$ cat config.mk
export PLATFORM = sky130hd
export DESIGN_NAME = hsm_unit
export DESIGN_NICKNAME = d
export VERILOG_FILES = /design/src/rtl/hsm_pkg.sv /design/src/rtl/hsm_unbox.sv /design/src/rtl/hsm_sgninj.sv /design/src/rtl/hsm_box.sv /design/src/rtl/hsm_unit.sv
export SDC_FILE = /design/constraint.sdc
export NUM_CORES = 1
export LEC_CHECK = 0
export ABC_AREA = 1
export BUFFER_PORTS_ARGS = -buffer_cell sky130_fd_sc_hd__buf_2
export CORE_AREA = 2 2 124 126
export DETAILED_ROUTE_END_ITERATION = 7
export DIE_AREA = 0 0 126 128
export PLACE_DENSITY = 0.48
export SETUP_SLACK_MARGIN = 0.05
export SLEW_MARGIN = 20
export SYNTH_ARGS = -nofsm -noshare
export SYNTH_HDL_FRONTEND = slang
export SYNTH_SLANG_ARGS = --single-unit
$ cat constraint.sdc
create_clock -name vclk -period 2.5
set_input_delay 0.125 -clock vclk [all_inputs]
set_output_delay 0.125 -clock vclk [all_outputs]
set_load 0.05 [all_outputs]
$ cat src/rtl/hsm_pkg.sv
// Shared definitions for the half-precision sign-injection and move unit.
// Assumes a 3-bit operation code; codes 5..7 are unused.
package hsm_pkg;
    typedef enum logic [2:0] {
        OP_SGN_COPY = 3'd0,
        OP_SGN_INV  = 3'd1,
        OP_SGN_XOR  = 3'd2,
        OP_MV_F2X   = 3'd3,
        OP_MV_X2F   = 3'd4
    } hsm_op_e;

    typedef enum logic [1:0] {
        SGN_COPY = 2'd0,
        SGN_INV  = 2'd1,
        SGN_XOR  = 2'd2
    } hsm_sgn_e;

    localparam logic [15:0] HALF_CANON_NAN = 16'h7E00;
endpackage

$ cat src/rtl/hsm_unbox.sv
// Unbox check: takes the narrow value out of a wide register value.
// Assumes a value is validly boxed only when every bit above HW is one;
// any other value yields NAN_VAL.
module hsm_unbox #(
    parameter int FLEN = 64,
    parameter int HW = 16,
    parameter logic [HW-1:0] NAN_VAL = 16'h7E00
) (
    input  logic [FLEN-1:0] reg_i,
    output logic [HW-1:0]   half_o,
    output logic            boxed_o
);
    localparam int UPW = FLEN - HW;

    // Box test on the upper bits, then select the operand or the NaN.
    always_comb begin
        boxed_o = &reg_i[FLEN-1:HW];
        half_o  = boxed_o ? reg_i[HW-1:0] : NAN_VAL;
    end

    // an operand that is not boxed must come out as the canonical NaN.
    always_comb begin
        if (reg_i[FLEN-1:HW] != {UPW{1'b1}})
            a_r1_unboxed_nan: assert (half_o == NAN_VAL);
    end
endmodule

$ cat src/rtl/hsm_sgninj.sv
// Sign injection: keeps the magnitude of a_i and sets the sign from b_i.
// Assumes the sign is the top bit of the HW-bit value.
module hsm_sgninj #(
    parameter int HW = 16
) (
    input  logic [HW-1:0] a_i,
    input  logic [HW-1:0] b_i,
    input  hsm_pkg::hsm_sgn_e mode_i,
    output logic [HW-1:0] res_o
);
    import hsm_pkg::*;

    logic new_sign;

    // Choose the new sign bit for the selected mode.
    always_comb begin
        unique case (mode_i)
            SGN_COPY: new_sign = b_i[HW-1];
            SGN_INV:  new_sign = ~b_i[HW-1];
            SGN_XOR:  new_sign = a_i[HW-1] ^ b_i[HW-1];
            default:  new_sign = a_i[HW-1];
        endcase
    end

    // Put the chosen sign onto the unchanged magnitude.
    always_comb res_o = {new_sign, a_i[HW-2:0]};

    // the magnitude bits are never altered.
    always_comb begin
        a_r3_magnitude_kept: assert (res_o[HW-2:0] == a_i[HW-2:0]);
    end
endmodule

$ cat src/rtl/hsm_box.sv
// Boxes a narrow value into a wide register value by filling the upper bits with ones.
// Assumes FLEN > HW.
module hsm_box #(
    parameter int FLEN = 64,
    parameter int HW = 16
) (
    input  logic [HW-1:0]   half_i,
    output logic [FLEN-1:0] reg_o
);
    localparam int UPW = FLEN - HW;

    // Put the ones pattern above the value.
    always_comb reg_o = {{UPW{1'b1}}, half_i};
endmodule

$ cat src/rtl/hsm_unit.sv
// Top level: combinational sign injection and register moves on half-precision values.
// Assumes a purely combinational context; results follow the inputs in the same cycle.
// Raises no exception flags.
module hsm_unit #(
    parameter int FLEN = 64,
    parameter int XLEN = 64,
    parameter int HW = 16
) (
    input  logic [FLEN-1:0] fs1_i,
    input  logic [FLEN-1:0] fs2_i,
    input  logic [XLEN-1:0] xs1_i,
    input  logic [2:0]      op_i,
    output logic [FLEN-1:0] fres_o,
    output logic [XLEN-1:0] xres_o
);
    import hsm_pkg::*;

    localparam int NSRC = 2;
    localparam int FUPW = FLEN - HW;
    localparam int XUPW = XLEN - HW;

    logic [FLEN-1:0] src_reg [NSRC];
    logic [HW-1:0]   src_half [NSRC];
    logic            src_boxed [NSRC];
    logic [HW-1:0]   inj_half;
    logic [HW-1:0]   box_in;
    logic [FLEN-1:0] boxed_val;
    hsm_sgn_e        sgn_mode;
    hsm_op_e         op;

    // Collect the floating-point sources for the unbox stage.
    always_comb begin
        src_reg[0] = fs1_i;
        src_reg[1] = fs2_i;
    end

    // One unbox check per floating-point source.
    for (genvar g = 0; g < NSRC; g++) begin : g_unbox
        hsm_unbox #(
            .FLEN(FLEN), .HW(HW), .NAN_VAL(HALF_CANON_NAN)
        ) u_unbox (
            .reg_i(src_reg[g]),
            .half_o(src_half[g]),
            .boxed_o(src_boxed[g])
        );
    end

    // Map the op code onto a sign-injection mode.
    always_comb begin
        op = hsm_op_e'(op_i);
        case (op)
            OP_SGN_INV: sgn_mode = SGN_INV;
            OP_SGN_XOR: sgn_mode = SGN_XOR;
            default:    sgn_mode = SGN_COPY;
        endcase
    end

    hsm_sgninj #(.HW(HW)) u_sgninj (
        .a_i(src_half[0]),
        .b_i(src_half[1]),
        .mode_i(sgn_mode),
        .res_o(inj_half)
    );

    // Choose which half value goes into the box stage.
    always_comb box_in = (op == OP_MV_X2F) ? xs1_i[HW-1:0] : inj_half;

    hsm_box #(.FLEN(FLEN), .HW(HW)) u_box (
        .half_i(box_in),
        .reg_o(boxed_val)
    );

    // Drive the outputs for each op code; unused outputs are zero.
    always_comb begin
        fres_o = '0;
        xres_o = '0;
        case (op)
            OP_SGN_COPY, OP_SGN_INV, OP_SGN_XOR, OP_MV_X2F:
                fres_o = boxed_val;
            OP_MV_F2X:
                xres_o = {{XUPW{fs1_i[HW-1]}}, fs1_i[HW-1:0]};
            default: ;
        endcase
    end

    // every floating-point result is boxed.
    always_comb begin
        if (op_i <= 3'd2 || op_i == 3'd4)
            a_r2_result_boxed: assert (fres_o[FLEN-1:HW] == {FUPW{1'b1}});
    end

    // the XOR sign comes from the two unboxed operand signs.
    always_comb begin
        if (op_i == 3'd2)
            a_r5_xor_sign: assert (fres_o[HW-1] == (src_half[0][HW-1] ^ src_half[1][HW-1]));
    end

    // the move to the integer side bypasses the unbox check.
    always_comb begin
        if (op_i == 3'd3)
            a_r6_raw_move: assert (xres_o[HW-1:0] == fs1_i[HW-1:0] && fres_o == '0);
    end

    // at most one output is non-zero.
    always_comb begin
        a_r8_one_output: assert (fres_o == '0 || xres_o == '0);
    end

    // a boxed first operand keeps its magnitude in sign-injection results.
    always_comb begin
        if (op_i <= 3'd2 && src_boxed[0])
            a_r1_boxed_passes: assert (fres_o[HW-2:0] == fs1_i[HW-2:0]);
    end
endmodule

Word level (Yosys, flattened, before mapping)
Cells that the tools add are included.
- register bits after elaboration: 0
- bits in latches: 0
- RAM bits: 0
- ROM bits: 0
- input bits: 195
- output and inout bits: 128
- logic and storage cells: 20
- memories: 0
- add/subtract/negate cells: 0
- multipliers: 0
- div/mod/pow operators: 0
- order comparisons: 0
- eq/ne operators: 6
- shifts and indexed selects: 0
- muxes and demuxes: 7
- bitwise gates (word level): 2
- reductions and logical operators: 5
- operators with widths (operator ; number):
    $mux 64 ; 2
    $reduce_and 48->1 ; 2
    $mux 16 ; 3
    $eq 3x2->1 const B ; 2
    $pmux 2 s2 ; 1
    $reduce_or 4->1 ; 1
    $eq 3x1->1 const B ; 1
    $eq 3x3->1 const B ; 1
    $logic_not 3->1 ; 1
    $pmux 1 s3 ; 1
    $eq 2x1->1 const B ; 1
    $eq 2x2->1 const B ; 1
    $logic_not 2->1 ; 1
    $not 1->1 ; 1
    $xor 1x1->1 ; 1

Depth between registers and ports, before layout
- depth in word-level cells: 6
- mapped depth: 12

Hierarchy
A second synthesis with hierarchy kept.
- cell total of the unflattened synthesis: 535
- area total of the unflattened synthesis: 2776.4 µm²
- by module, submodules not included (module ; instances ; cells each ; area an instance (µm²)):
    hsm_unit ; 1 ; 284 ; 1403.8
    hsm_unbox ; 2 ; 80 ; 364.1
    hsm_box ; 1 ; 65 ; 484.2
    hsm_sgninj ; 1 ; 26 ; 160.2

Worst setup path after synthesis
OpenSTA, ideal clock, no wires.
- path kind: input port to output port
- start point: input port op_i[2]
- end point: output port xres_o[16]
- data arrival time: 2.988 ns
- required time: 2.375 ns
- slack: -0.613 ns
- cell stages on the path: 4
- path buffers: 1
- cell sequence: inv_1 > nand3_1 > nor2_1 > buf_4
- longest elaborated chain between the ends: 2
- RTL lines (item ; line ; text):
    start, declared ; hsm_unit.sv:12 ; input logic [2:0] op_i,
    $eq 3x2->1 ; hsm_unit.sv:77 ; case (op)
    $mux 64 ; hsm_unit.sv:77 ;
    end, declared ; hsm_unit.sv:14 ; output logic [XLEN-1:0] xres_o
Every way passes these cells.

Final worst setup path
- start point: input port fs1_i[32]
- end point: output port fres_o[15]
- longest elaborated chain between the ends: 6
- RTL lines (item ; line ; text):
    start, declared ; hsm_unit.sv:9 ; input logic [FLEN-1:0] fs1_i,
    $reduce_and 48->1 * ; hsm_unbox.sv:17 ; boxed_o = &reg_i[FLEN-1:HW];
    $mux 16 * ; hsm_unbox.sv:18 ; half_o = boxed_o ? reg_i[HW-1:0] : NAN_VAL;
    $xor 1x1->1 ; hsm_sgninj.sv:20 ; SGN_XOR: new_sign = a_i[HW-1] ^ b_i[HW-1];
    $pmux 1 s3 * ; hsm_sgninj.sv:17 ; unique case (mode_i)
    $mux 16 * ; hsm_unit.sv:66 ; always_comb box_in = (op == OP_MV_X2F) ? xs1_i[HW-1:0] : inj_half;
    $mux 64 * ; hsm_unit.sv:77 ;
    end, declared ; hsm_unit.sv:13 ; output logic [FLEN-1:0] fres_o,
Mark *: on every way between the ends. The rest lies on a longest branch, timed or not.

==> impl_metrics.yaml <==
clock_network:
  cts.hold.buffers_added: 0
  ctsResizeCount: 0
  post_cts_buffers: 0
run:
  max-cap-violations: 0
sta:
  period_share_pct: 73.38
  tightest_slew_ns: 0.4564
  rsz0062_at_grt: "false"
  tns_ns: 0
  hold_viol_final: 0
  fmax_ghz: 0.5451
  maxSlewViolCount: 0
  relSlewSlack_pct: 69.57
  period_minus_slack_ns: 1.834
  finalSetupViolations: 0
die:
  core-area_sq_mm: 0.01486
  die_h_um: 128
  start_util_pct: 10.46
  fp.dieArea_sq_mm: 0.01613
  io_pins: 323
  dieWidth_um: 126
  rows: 45
placement:
  port_buffers: 260
  placed_cell_area_sq_mm: 0.002375
  gpl.final_weighted_congestion: 0.7270
  dp_hpwl_um: 5227
yosys:
  ys_warn_count: 0
  synthesis.area_sq_mm: 0.001555
  ys_types: 22
  yosysSeqAreaShare_pct: 0
  syn_area_per_cell_sq_um: 5.615
  syn-num-nets: 472
  syn_inst: 277
worst_setup_path:
  endpoint_kind: "primary output"
  required_ns: 2.38
  start_kind: "primary input"
  critical_path_class: "in -> out"
  worstPathMaxFanout: 16
  arrival_ns: 1.71
cells_and_area:
  fillers: 1814
  area_growth_pct: 52.70
  layout_commonest_cell: "buf_2"
  final_nets: 637
  n_clock_buffer: 0
  final_area_sq_mm: 0.002375
  seq_area_sq_um: 0
  seq_cells: 0
  diodes: 0
  mostFrequentLayoutCells: "buf_2, nand2_1, nor2_1"
  layout-drive-gt1-share_pct: 64.09
detailed_routing:
  final_antenna_net_count: 0
  vias: 2023
  drt_iter0_drc: 36
  vias_per_cell: 3.221
  post_drt_wl_per_cell_um: 9.385
  drc: 0
  wirelength_um: 5894
  dr.pass1.iters: 4
outcome:
  status: "complete, no violations"
grt:
  grt_pass1_vias: 1716
  grt_first_pass_wirelength_um: 8445
  grt_max_degree: 65
  gr-usage-all-layers_pct: 6.304
  antenna_found_initial: 0
  overflow: 0
min_path:
  holdCritPathClass: "in -> out"
power_and_ir_drop:
  p_leak_nw: 1.551
  power_density_mw_per_mm2: 282.2
  ir_drop_mv: 0.1093
==> cells by family (layout without fill, tap and decap cells) <==
family / after synthesis / after routing / synth area share, %
AND/OR/NAND/NOR: 119 / 119 / 33.63
buffers and inverters: 126 / 289 / 54.30
AO/OA/AOI/OAI: 32 / 32 / 12.07
==> per-layer routing <==
layer / wire length [um] / GRT usage, % / vias up
met5: 0 / 0 / -
met3: 457 / 0.4174 / 0
li1: - / - / 1095
met4: 0 / 0.2586 / 0
met1: 2494 / 8.497 / 815
met2: 2943 / 11.61 / 113
==> critical path, stage by stage <==
cell     delay [ns]
buf_2          0.07
nand2_1        0.05
nor2_1         0.10
nand2_1        0.07
nor2_2         0.16
nand2_2        0.10
nor2_8         0.28
nand3_2        0.11
nand2_1        0.07
nand2_1        0.05
nand3_1        0.11
nand2_1        0.07
inv_1          0.07
buf_2          0.26
==> cells in the mapped netlist <==
| master | count | area, sq um |
|---|---|---|
| nand3_2 | 1 | 10.01 |
| a21oi_2 | 4 | 35.03 |
| buf_2 | 3 | 15.01 |
| nor2_2 | 3 | 18.77 |
| nand4_1 | 5 | 31.28 |
| nor3_1 | 3 | 15.01 |
| o21ai_0 | 6 | 30.03 |
| buf_6 | 1 | 11.26 |
| nor2_8 | 1 | 20.02 |
| nand2_1 | 57 | 214.0 |
| a31oi_1 | 6 | 37.54 |
| nor2_1 | 34 | 127.6 |
| nor3_2 | 1 | 10.01 |
| a21oi_1 | 5 | 25.02 |
| o21ai_1 | 9 | 45.04 |
| nand2_2 | 5 | 31.28 |
| o21a_1 | 2 | 15.01 |
| inv_2 | 1 | 3.750 |
| buf_4 | 96 | 720.7 |
| nand3_1 | 9 | 45.04 |
| clkbuf_1 | 1 | 3.750 |
| inv_1 | 24 | 90.09 |
==> power breakdown <==
part | switching [mW] | internal, mW | total (mW)
combinational | 0.502 | 0.168 | 0.670
sequential | 0 | 0 | 0
clock | 0 | 0 | 0
==> layout make-up <==
cell class | instances | area [sq um] | area share (%)
timing repair buffer | 264 | 1331 | 56.06
multi-input combinational | 151 | 714.4 | 30.08
tap | 188 | 235.2 | 9.905
inverter | 25 | 93.84 | 3.952
==> path summary, 6_finish.rpt <==
path / start / end / slack (ns) / cells past startpoint
hold / removal: fs1_i[2] / xres_o[2] / 0.63 / 4
setup / recovery: fs1_i[32] / fres_o[15] / 0.67 / 14
==> per-stage QoR <==
stage	hold slack (ns)	setup slack [ns]	utilization [%]	std cells	power, mW
floorplan	0.4513	0.2619	-	277	0.5761
global placement	0.6265	0.5573	15.98	628	0.6745
detailed placement	0.6299	0.5426	15.98	628	0.6759
CTS	0.6313	0.5401	15.98	628	0.6769
global route	0.6498	0.3708	15.98	628	0.7127
finish	0.6296	0.6656	15.98	628	0.6701
Note: power is estimated with default switching activity, not from simulation.
